**src/rtl/dds_prog_pkg.sv**
```systemverilog
package dds_prog_pkg;

  localparam int MULT_W = 5;
  localparam int PUMP_W = 8;
  localparam int INSTR_W = 8;

  typedef enum logic [2:0] {
    ST_IDLE,
    ST_INIT,
    ST_OPEN,
    ST_SETUP,
    ST_HIGH,
    ST_LOW,
    ST_CLOSE
  } step_e;

  // Write instruction: bit 7 clear, bits 6:5 clear, low five bits address
  function automatic logic [INSTR_W-1:0] wr_instr(input logic [4:0] addr);
    wr_instr = {3'b000, addr};
  endfunction

  // Pump current in uA mapped to a two-bit code, 75 uA steps of 25
  function automatic logic [1:0] pump_code(input logic [PUMP_W-1:0] ua);
    logic [PUMP_W-1:0] delta;
    delta = ua - PUMP_W'(75);
    pump_code = 2'(delta / PUMP_W'(25));
  endfunction

endpackage

```
**src/rtl/dds_ctrl_pack.sv**
```systemverilog
module dds_ctrl_pack
  import dds_prog_pkg::*;
#(
  parameter int CTRL_BITS = 24
) (
  input  logic [MULT_W-1:0]    mult_i,
  input  logic [PUMP_W-1:0]    pump_ua_i,
  output logic [CTRL_BITS-1:0] ctrl_o
);

  logic [7:0] low_byte;

  always_comb begin
    low_byte = {mult_i, 1'b1, pump_code(pump_ua_i)};
    ctrl_o   = CTRL_BITS'(low_byte);
  end

endmodule

```
**src/rtl/dds_settle.sv**
```systemverilog
module dds_settle #(
  parameter int HALF_CYC = 4
) (
  input  logic clk,
  input  logic rst_n,
  input  logic load_i,
  output logic done_o
);

  localparam int CNT_W = (HALF_CYC > 1) ? $clog2(HALF_CYC) : 1;

  logic [CNT_W-1:0] cnt_q, cnt_d;
  logic             cnt_en;

  always_comb begin
    cnt_en = load_i || (cnt_q != '0);
    cnt_d  = load_i ? CNT_W'(HALF_CYC - 1) : cnt_q - CNT_W'(1);
  end

  always_ff @(posedge clk or negedge rst_n) begin
    if (!rst_n)      cnt_q <= '0;
    else if (cnt_en) cnt_q <= cnt_d;
  end

  assign done_o = (cnt_q == '0);

endmodule

```
**src/rtl/dds_frame_seq.sv**
```systemverilog
module dds_frame_seq
  import dds_prog_pkg::*;
#(
  parameter int         CTRL_BITS = 24,
  parameter int         FTW_BITS  = 32,
  parameter logic [4:0] CTRL_ADDR = 5'h01,
  parameter logic [4:0] FTW_ADDR  = 5'h04
) (
  input  logic                 clk,
  input  logic                 rst_n,
  input  logic                 start_i,
  input  logic [CTRL_BITS-1:0] ctrl_i,
  input  logic [FTW_BITS-1:0]  ftw_i,
  input  logic                 settle_done_i,
  output logic                 settle_load_o,
  output logic                 busy_o,
  output logic                 sclk_o,
  output logic                 sdio_o,
  output logic                 ioupd_o
);

  localparam int DATA_MAX = (CTRL_BITS > FTW_BITS) ? CTRL_BITS : FTW_BITS;
  localparam int FRAME_W  = INSTR_W + DATA_MAX;
  localparam int NB_W     = $clog2(FRAME_W + 1);

  step_e              state_q, state_d;
  logic               second_q, second_d;
  logic [FRAME_W-1:0] shreg_q, shreg_d;
  logic [NB_W-1:0]    nbit_q, nbit_d;
  logic               busy_q, busy_d;
  logic               sclk_q, sclk_d;
  logic               sdio_q, sdio_d;
  logic               upd_q, upd_d;
  logic               accept, advance;
  logic [FRAME_W-1:0] ctrl_frame, ftw_frame;

  assign ctrl_frame = FRAME_W'({wr_instr(CTRL_ADDR), ctrl_i}) << (FRAME_W - INSTR_W - CTRL_BITS);
  assign ftw_frame  = FRAME_W'({wr_instr(FTW_ADDR), ftw_i}) << (FRAME_W - INSTR_W - FTW_BITS);

  assign accept        = (state_q == ST_IDLE) && start_i;
  assign advance       = (state_q != ST_IDLE) && settle_done_i;
  assign settle_load_o = accept || advance;

  always_comb begin
    state_d  = state_q;
    second_d = second_q;
    shreg_d  = shreg_q;
    nbit_d   = nbit_q;
    busy_d   = busy_q;
    sclk_d   = sclk_q;
    sdio_d   = sdio_q;
    upd_d    = upd_q;
    if (accept) begin
      state_d  = ST_INIT;
      second_d = 1'b0;
      busy_d   = 1'b1;
      sclk_d   = 1'b0;
      sdio_d   = 1'b0;
      upd_d    = 1'b0;
    end else if (advance) begin
      case (state_q)
        ST_INIT: begin
          state_d = ST_OPEN;
          shreg_d = ctrl_frame;
          nbit_d  = NB_W'(INSTR_W + CTRL_BITS);
          upd_d   = 1'b1;
        end
        ST_CLOSE: begin
          state_d  = ST_OPEN;
          second_d = 1'b1;
          shreg_d  = ftw_frame;
          nbit_d   = NB_W'(INSTR_W + FTW_BITS);
          upd_d    = 1'b1;
        end
        ST_OPEN: begin
          state_d = ST_SETUP;
          sdio_d  = ~shreg_q[FRAME_W-1];
        end
        ST_SETUP: begin
          state_d = ST_HIGH;
          sclk_d  = 1'b1;
        end
        ST_HIGH: begin
          state_d = ST_LOW;
          sclk_d  = 1'b0;
          shreg_d = shreg_q << 1;
          nbit_d  = nbit_q - NB_W'(1);
        end
        ST_LOW: begin
          if (nbit_q != '0) begin
            state_d = ST_SETUP;
            sdio_d  = ~shreg_q[FRAME_W-1];
          end else if (!second_q) begin
            state_d = ST_CLOSE;
            upd_d   = 1'b0;
          end else begin
            state_d = ST_IDLE;
            upd_d   = 1'b0;
            busy_d  = 1'b0;
            sdio_d  = 1'b0;
          end
        end
        default: state_d = ST_IDLE;
      endcase
    end
  end

  always_ff @(posedge clk or negedge rst_n) begin
    if (!rst_n) begin
      state_q  <= ST_IDLE;
      second_q <= 1'b0;
      shreg_q  <= '0;
      nbit_q   <= '0;
      busy_q   <= 1'b0;
      sclk_q   <= 1'b0;
      sdio_q   <= 1'b0;
      upd_q    <= 1'b0;
    end else begin
      state_q  <= state_d;
      second_q <= second_d;
      shreg_q  <= shreg_d;
      nbit_q   <= nbit_d;
      busy_q   <= busy_d;
      sclk_q   <= sclk_d;
      sdio_q   <= sdio_d;
      upd_q    <= upd_d;
    end
  end

  assign busy_o  = busy_q;
  assign sclk_o  = sclk_q;
  assign sdio_o  = sdio_q;
  assign ioupd_o = upd_q;

endmodule

```
**src/rtl/dds_prog_top.sv**
```systemverilog
module dds_prog_top
  import dds_prog_pkg::*;
#(
  parameter int         HALF_CYC   = 4,
  parameter int         CTRL_BYTES = 3,
  parameter int         FTW_BYTES  = 4,
  parameter logic [4:0] CTRL_ADDR  = 5'h01,
  parameter logic [4:0] FTW_ADDR   = 5'h04
) (
  input  logic                   clk,
  input  logic                   rst_n,
  input  logic                   start_i,
  input  logic [FTW_BYTES*8-1:0] ftw_i,
  input  logic [MULT_W-1:0]      mult_i,
  input  logic [PUMP_W-1:0]      pump_ua_i,
  output logic                   busy_o,
  output logic                   sclk_o,
  output logic                   sdio_o,
  output logic                   ioupd_o
);

  localparam int CTRL_BITS = CTRL_BYTES * 8;
  localparam int FTW_BITS  = FTW_BYTES * 8;

  logic [FTW_BITS-1:0]  ftw_q;
  logic [MULT_W-1:0]    mult_q;
  logic [PUMP_W-1:0]    pump_q;
  logic [CTRL_BITS-1:0] ctrl_word;
  logic                 cap_en;
  logic                 settle_load, settle_done;

  assign cap_en = start_i && !busy_o;

  always_ff @(posedge clk or negedge rst_n) begin
    if (!rst_n) begin
      ftw_q  <= '0;
      mult_q <= '0;
      pump_q <= '0;
    end else if (cap_en) begin
      ftw_q  <= ftw_i;
      mult_q <= mult_i;
      pump_q <= pump_ua_i;
    end
  end

  dds_ctrl_pack #(.CTRL_BITS(CTRL_BITS)) u_pack (
    .mult_i    (mult_q),
    .pump_ua_i (pump_q),
    .ctrl_o    (ctrl_word)
  );

  dds_settle #(.HALF_CYC(HALF_CYC)) u_settle (
    .clk    (clk),
    .rst_n  (rst_n),
    .load_i (settle_load),
    .done_o (settle_done)
  );

  dds_frame_seq #(
    .CTRL_BITS (CTRL_BITS),
    .FTW_BITS  (FTW_BITS),
    .CTRL_ADDR (CTRL_ADDR),
    .FTW_ADDR  (FTW_ADDR)
  ) u_seq (
    .clk           (clk),
    .rst_n         (rst_n),
    .start_i       (start_i),
    .ctrl_i        (ctrl_word),
    .ftw_i         (ftw_q),
    .settle_done_i (settle_done),
    .settle_load_o (settle_load),
    .busy_o        (busy_o),
    .sclk_o        (sclk_o),
    .sdio_o        (sdio_o),
    .ioupd_o       (ioupd_o)
  );

endmodule

```
**config.mk**
```make
export PLATFORM = sky130hd
export DESIGN_NAME = dds_prog_top
export DESIGN_NICKNAME = d
export VERILOG_FILES = /design/src/rtl/dds_prog_pkg.sv /design/src/rtl/dds_ctrl_pack.sv /design/src/rtl/dds_settle.sv /design/src/rtl/dds_frame_seq.sv /design/src/rtl/dds_prog_top.sv
export SDC_FILE = /design/constraint.sdc
export NUM_CORES = 1
export LEC_CHECK = 0
export ABC_AREA = 1
export BUFFER_PORTS_ARGS = -buffer_cell sky130_fd_sc_hd__buf_2
export CORE_AREA = 2 2 102 104
export DETAILED_ROUTE_END_ITERATION = 10
export DIE_AREA = 0 0 104 106
export GPL_TIMING_DRIVEN = 0
export PLACE_DENSITY = 0.71
export SLEW_MARGIN = 20
export SYNTH_ARGS = -nofsm -noshare
export SYNTH_HDL_FRONTEND = slang
export SYNTH_SLANG_ARGS = --single-unit
export TNS_END_PERCENT = 20
```
**constraint.sdc**
```tcl
create_clock -name clk -period 7.4 [get_ports clk]
set_clock_uncertainty 0.15 [all_clocks]
set_input_delay 0.37 -clock clk [delete_from_list [all_inputs] [get_ports clk]]
set_output_delay 0.37 -clock clk [all_outputs]
set_load 0.02 [all_outputs]
```
==> qor.csv, run 1 <==
metric,value,unit
num_rows,37,
slowest_stage,dfrtp_1,
crit_path_start,pump_q[0],
min_period,3.28,ns
htreeDepth,3,
worstPathArrival,3.39,ns
power.density,211,mW/mm^2
antenna_found_initial,0,
finalSetupTns,0,ns
critical_path.top_delay_family,simple AND/OR/NAND/NOR gates,
max_clock_freq,0.305,GHz
cts_tree,built,
final_cell_mix,"nand2_1 (118), dfrtp_1 (101), nor2_1 (51), buf_2 (51), inv_1 (50)",
crit_top_cell,nand2_1,
whs,0.0757,ns
maxSlewHeadroom,0.571,
final_antenna_net_count,0,
hold_start,ftw_i[27],
drc,0,
grt_pass1_vias,3941,
die_h,106,um
yosys_warnings,0,
setup-violations-final,0,
syn_area_per_cell,9.02,um^2
place.gp.congestion,0.814,
synth_cell_types,45,
synthMuxAreaShare,0.0757,
rsz0062_at_grt,false,
fin_nets,680,
synthSimpleGateAreaFrac,0.218,
setup_ws,4.12,ns
antennaDiodeCount,0,
synth_edf_count,0,
avgViaCountPerCell,5.20,
grtUsageTotal,0.207,
clock_latency,0.37,ns
syn_area,0.00506,mm^2
syn_nets,616,
crit_fanout,7,
seq_area_frac_synth,0.500,
routedWlPerCell,13.7,um
coreArea,0.0100,mm^2
io_buffers,51,
timing.rr.start,pump_q[0],
clock-sinks,101,
clk_path_buf_depth,2,
ys_ff_latch,101,
syn_inst,561,
area_growth,12.9,%
run_status,"complete, no violations",
startpoint_type,flop,
post_cts_buffers,0,
die_area,0.0110,mm^2
ys_top_cells_by_area,"dfrtp_1 (50%), nand2_1 (8.8%), mux2_2 (7.6%)",
layout_commonest_cell,nand2_1,
grt_pass1_wl,18400,um
hold_viol,0,
num_io_pins,52,
clkTransAtPathRegs,0.10,ns
drive_gt1_frac,0.240,
grt_max_degree,72,
synth_top_family_by_area,simple AND/OR/NAND/NOR gates,
synth_xor_area_frac,0.00841,
dr_total_vias,3986,
synthAdderAreaFrac,0.0173,
tightestPinTransition,0.643,ns
synth_top_area_share,0.500,
hpwl,7890,um
vdd_drop_max,122,uV
endpoint_kind,flop,
fin_crit_sh,0.443,
grt_overflow,0,
min_path_type,input pin to flop,
maxCapViolations,0,
synthArstFlopShare,1.00,
cts_made_buffers,9,
cp_slowest_stage_delay,0.44,ns
crit_buf_inv,2,
die_x,104,um
initial_utilization,0.506,
critPathKind,flop to flop,
placed_area,0.00552,mm^2
synth_top_area_cell,dfrtp_1,
wirelength,10500,um
drtPass1Iterations,4,
utilization,0.571,
synth_compound_area_frac,0.116,
required,7.51,ns
cts_root_buf,clkbuf_8,
finalInstanceArea,0.00571,mm^2
drv_slew,0,
drt_iter0_drc,229,
leakagePower,2.69,nW
synth_flop_cell,dfrtp_1,
place_ws,4.13,ns
==> metrics by stage <==
step,total power [mW],cells
CTS,1.22,766
floorplan,0.823,561
global placement,0.876,748
finish,1.21,766
global route,1.28,766
detailed placement,0.891,749
==> power by group <==
group / internal [mW] / total (mW) / switching (mW)
registers: 0.592 / 0.615 / 0.0225
clock network: 0.127 / 0.328 / 0.201
logic: 0.106 / 0.265 / 0.159
total: 0.825 / 1.21 / 0.382
==> timing repair <==
action                                 4_1_cts  5_1_grt
endpoints found under the hold margin       30        0
resized for setup                            0        0
hold buffers                                 1        0
==> logic make-up (layout without fill, tap and decap cells) <==
kind of cell    count (synthesis)  count (layout)
fa+ha+maj                       7               7
flops                         101             101
mux                            34              34
simple gates                  238             238
xor+xnor                        4               4
compound gates                 93              93
buf+inv                        84             153
==> Yosys cell counts (3+ instances only) <==
| master | n |
|---|---|
| a21oi_1 | 21 |
| a31oi_1 | 16 |
| o221ai_1 | 3 |
| a221oi_1 | 4 |
| nand2_2 | 11 |
| nand2_4 | 8 |
| nor2_1 | 51 |
| ha_1 | 7 |
| o211ai_1 | 5 |
| nand2_1 | 118 |
| o31ai_1 | 3 |
| inv_2 | 10 |
| buf_1 | 3 |
| dfrtp_1 | 101 |
| nand4_1 | 3 |
| mux2_2 | 34 |
| a22oi_1 | 6 |
| o21ai_0 | 25 |
| nand3_1 | 31 |
| nor3_1 | 5 |
| clkbuf_1 | 15 |
| inv_1 | 50 |
==> layout make-up <==
cell class / instances / area (um^2)
clock buffer: 9 / 124
multi-input combinational: 376 / 2200
tap: 136 / 170
clock inverter: 7 / 61.3
fill: 925 / 4290
buffer: 20 / 83.8
sequential: 101 / 2530
timing repair buffer: 53 / 299
inverter: 64 / 245
==> sequential cells by signal (all words and copies together) (netlist names) <==
register	cells
u_seq.shreg_q	40
u_seq.ioupd_o	1
u_seq.state_q	3
u_settle.cnt_q	2
u_seq.sdio_o	1
u_seq.busy_o	1
pump_q	8
u_seq.sclk_o	1
ftw_q	32
u_seq.nbit_q	6
mult_q	5
u_seq.second_q	1
==> layer usage <==
| layer | vias to the layer above | wire length [um] | track usage |
|---|---|---|---|
| met5 | - | 0 | 0 |
| met4 | 0 | 171 | 0.0685 |
| met3 | 16 | 299 | 0.0319 |
| met2 | 71 | 5070 | 0.346 |
| li1 | 1987 | - | - |
| met1 | 1912 | 4960 | 0.277 |
==> path summary, 6_finish.rpt <==
path                       slack [ns]                 to  cells after the start
min                              0.08          ftw_q[27]                      2
max                              4.12   u_seq.shreg_q[8]                     27
min reg2reg                      0.34  u_seq.shreg_q[33]                      2
max in group asynchronous        6.17           ftw_q[0]                      3
max reg2reg                      4.12   u_seq.shreg_q[8]                     27
min in group asynchronous        0.29          pump_q[1]                      2
Note: power is estimated with default switching activity, not from simulation.
==> run 2, diff against run 1 <==
--- a/config.mk
+++ b/config.mk
@@ -11,7 +11,7 @@
 export DETAILED_ROUTE_END_ITERATION = 10
 export DIE_AREA = 0 0 104 106
 export GPL_TIMING_DRIVEN = 0
-export PLACE_DENSITY = 0.71
+export PLACE_DENSITY = 0.73
 export SLEW_MARGIN = 20
 export SYNTH_ARGS = -nofsm -noshare
 export SYNTH_HDL_FRONTEND = slang
==> constraint.sdc (replaced) <==
create_clock -name clk -period 2.8 [get_ports clk]
set_clock_uncertainty 0.15 [all_clocks]
set_input_delay 0.14 -clock clk [delete_from_list [all_inputs] [get_ports clk]]
set_output_delay 0.14 -clock clk [all_outputs]
set_load 0.02 [all_outputs]
==> run 2 against run 1 <==
Net effect:
- critical path type unchanged
- combinational power rose to 3.6 times the previous value
- worst setup slack worse by 4.3 ns
- highest routed layer unchanged
- via count up 10%
- the run now ends with setup timing left
- critical endpoint unchanged
==> qor.csv, run 2 (synthesis gave the netlist of run 1 again) <==
metric,value,unit
io_buffers,51,
max_clock_freq,0.331,GHz
p_switching,1.13,mW
cts_tree,built,
setup-violations-final,2,
place.gp.congestion,0.878,
tightestPinTransition,0.723,ns
clk_path_buf_depth,2,
coreArea,0.0100,mm^2
leakagePower,2.99,nW
run_status,"complete, but fails checks",
maxSlewHeadroom,0.518,
comb_power_share,0.272,
min_period,3.02,ns
num_rows,37,
setup_ws,-0.224,ns
placed_area,0.00553,mm^2
crit_top_cell,nand2_2,
min_path_type,input pin to flop,
swShare,0.325,
hold_viol,0,
critPathKind,flop to flop,
clkPwrFrac,0.257,
grt_overflow,0,
clock-sinks,101,
wirelength,11900,um
slowest_stage,dfrtp_1,
vdd_drop_max,372,uV
fin_crit_sh,1.08,
layout_commonest_cell,nand2_1,
failed_checks,setup timing,
drv_slew,0,
hpwl,8100,um
cts_made_buffers,9,
largest-register,u_seq.shreg_q,
whs,0.0211,ns
clock_latency,0.37,ns
num_io_pins,52,
fin_nets,741,
cts_root_buf,clkbuf_8,
ff2ff_setup_slack,-0.22,ns
cp_slowest_stage_delay,0.42,ns
routedWlPerCell,14.4,um
crit_fanout,7,
htreeDepth,3,
place_ws,-0.435,ns
final_cell_mix,"nand2_1 (107), dfrtp_1 (101), buf_2 (51), nor2_1 (50), inv_1 (48)",
avgViaCountPerCell,5.32,
worstPathArrival,3.13,ns
startpoint_type,flop,
rsz0062_at_grt,true,
area_growth,26.8,%
clkTransAtPathRegs,0.11,ns
largest_register_ffs,40,
maxCapViolations,0,
n_fill_cell,805,
reg.largest.list,"u_seq.shreg_q: 40 flops, ftw_q: 32 flops, pump_q: 8 flops",
finalInstanceArea,0.00642,mm^2
internal_power,2.34,mW
utilization,0.642,
antenna_found_initial,0,
die_area,0.0110,mm^2
required,2.91,ns
grtUsageTotal,0.225,
drc,0,
initial_utilization,0.506,
power.density,540,mW/mm^2
dr_total_vias,4403,
die_x,104,um
die_h,106,um
crit_buf_inv,4,
drt_iter0_drc,287,
grt_pass1_wl,20000,um
grt_max_degree,76,
seqPwrFrac,0.471,
final_antenna_net_count,0,
drtPass1Iterations,5,
endpoint_kind,flop,
critical_path.top_delay_family,simple AND/OR/NAND/NOR gates,
antennaDiodeCount,0,
grt_pass1_vias,4414,
drive_gt1_frac,0.276,
==> run 2: repair_timing <==
item                       CTS  global route
hold endpoints to repair   146             0
resized for setup           12            23
setup buffers               12             4
setup endpoints to repair   23            30
pin swaps                   17            15
hold buffers                46             0
==> run 2: per-layer routing <==
layer,GRT usage,vias to the layer above,part of all wire
li1,-,2114,-
met1,0.289,2114,0.43
met2,0.381,148,0.50
met3,0.0331,27,0.044
met4,0.103,0,0.029
met5,0,-,0
==> run 2: worst reg2reg max path: cells and delay by family, from the launching register on <==
kind            cells  cell delay (ns)
compound gates      2             0.16
fa+ha+maj           2             0.35
buf+inv             4             0.23
flops               1             0.42
simple gates       19             1.64
==> run 2: final timing paths <==
check / from / end / cells after the start
min reg2reg: u_seq.nbit_q[5] / u_seq.nbit_q[5] / 2
min: start_i / u_seq.busy_o / 3
max: pump_q[1] / u_seq.shreg_q[8] / 27
min in group asynchronous: rst_n / u_settle.cnt_q[1] / 2
max in group asynchronous: rst_n / u_seq.shreg_q[19] / 3
max reg2reg: pump_q[1] / u_seq.shreg_q[8] / 27
==> run 2: cell type report <==
type,instances,area (um^2),share of cell area
repair buffers,114,870,0.136
plain buffers,20,91.3,0.0142
clock inverters,7,62.6,0.00975
clock buffers,9,124,0.0193
inverters,64,245,0.0382
multi-input cells,376,2330,0.363
well taps,136,170,0.0265
flip-flops and latches,101,2530,0.394
==> run 2: power by group through the flow <==
| stage | registers [mW] | clock network, mW | logic, mW |
|---|---|---|---|
| floorplan | 1.64 | 0 | 0.543 |
| global placement | 1.65 | 0 | 0.671 |
| detailed placement | 1.66 | 0 | 0.705 |
| CTS | 1.63 | 0.913 | 0.843 |
| global route | 1.64 | 0.963 | 1.04 |
| finish | 1.63 | 0.889 | 0.943 |
==> run 2: stage by stage <==
step / power (mW) / TNS (ns) / instances
floorplan: 2.18 / -0.0732 / 561
global placement: 2.32 / -1.53 / 748
detailed placement: 2.36 / -2.70 / 749
CTS: 3.38 / -0.230 / 823
global route: 3.65 / -1.40 / 827
finish: 3.46 / -0.354 / 827
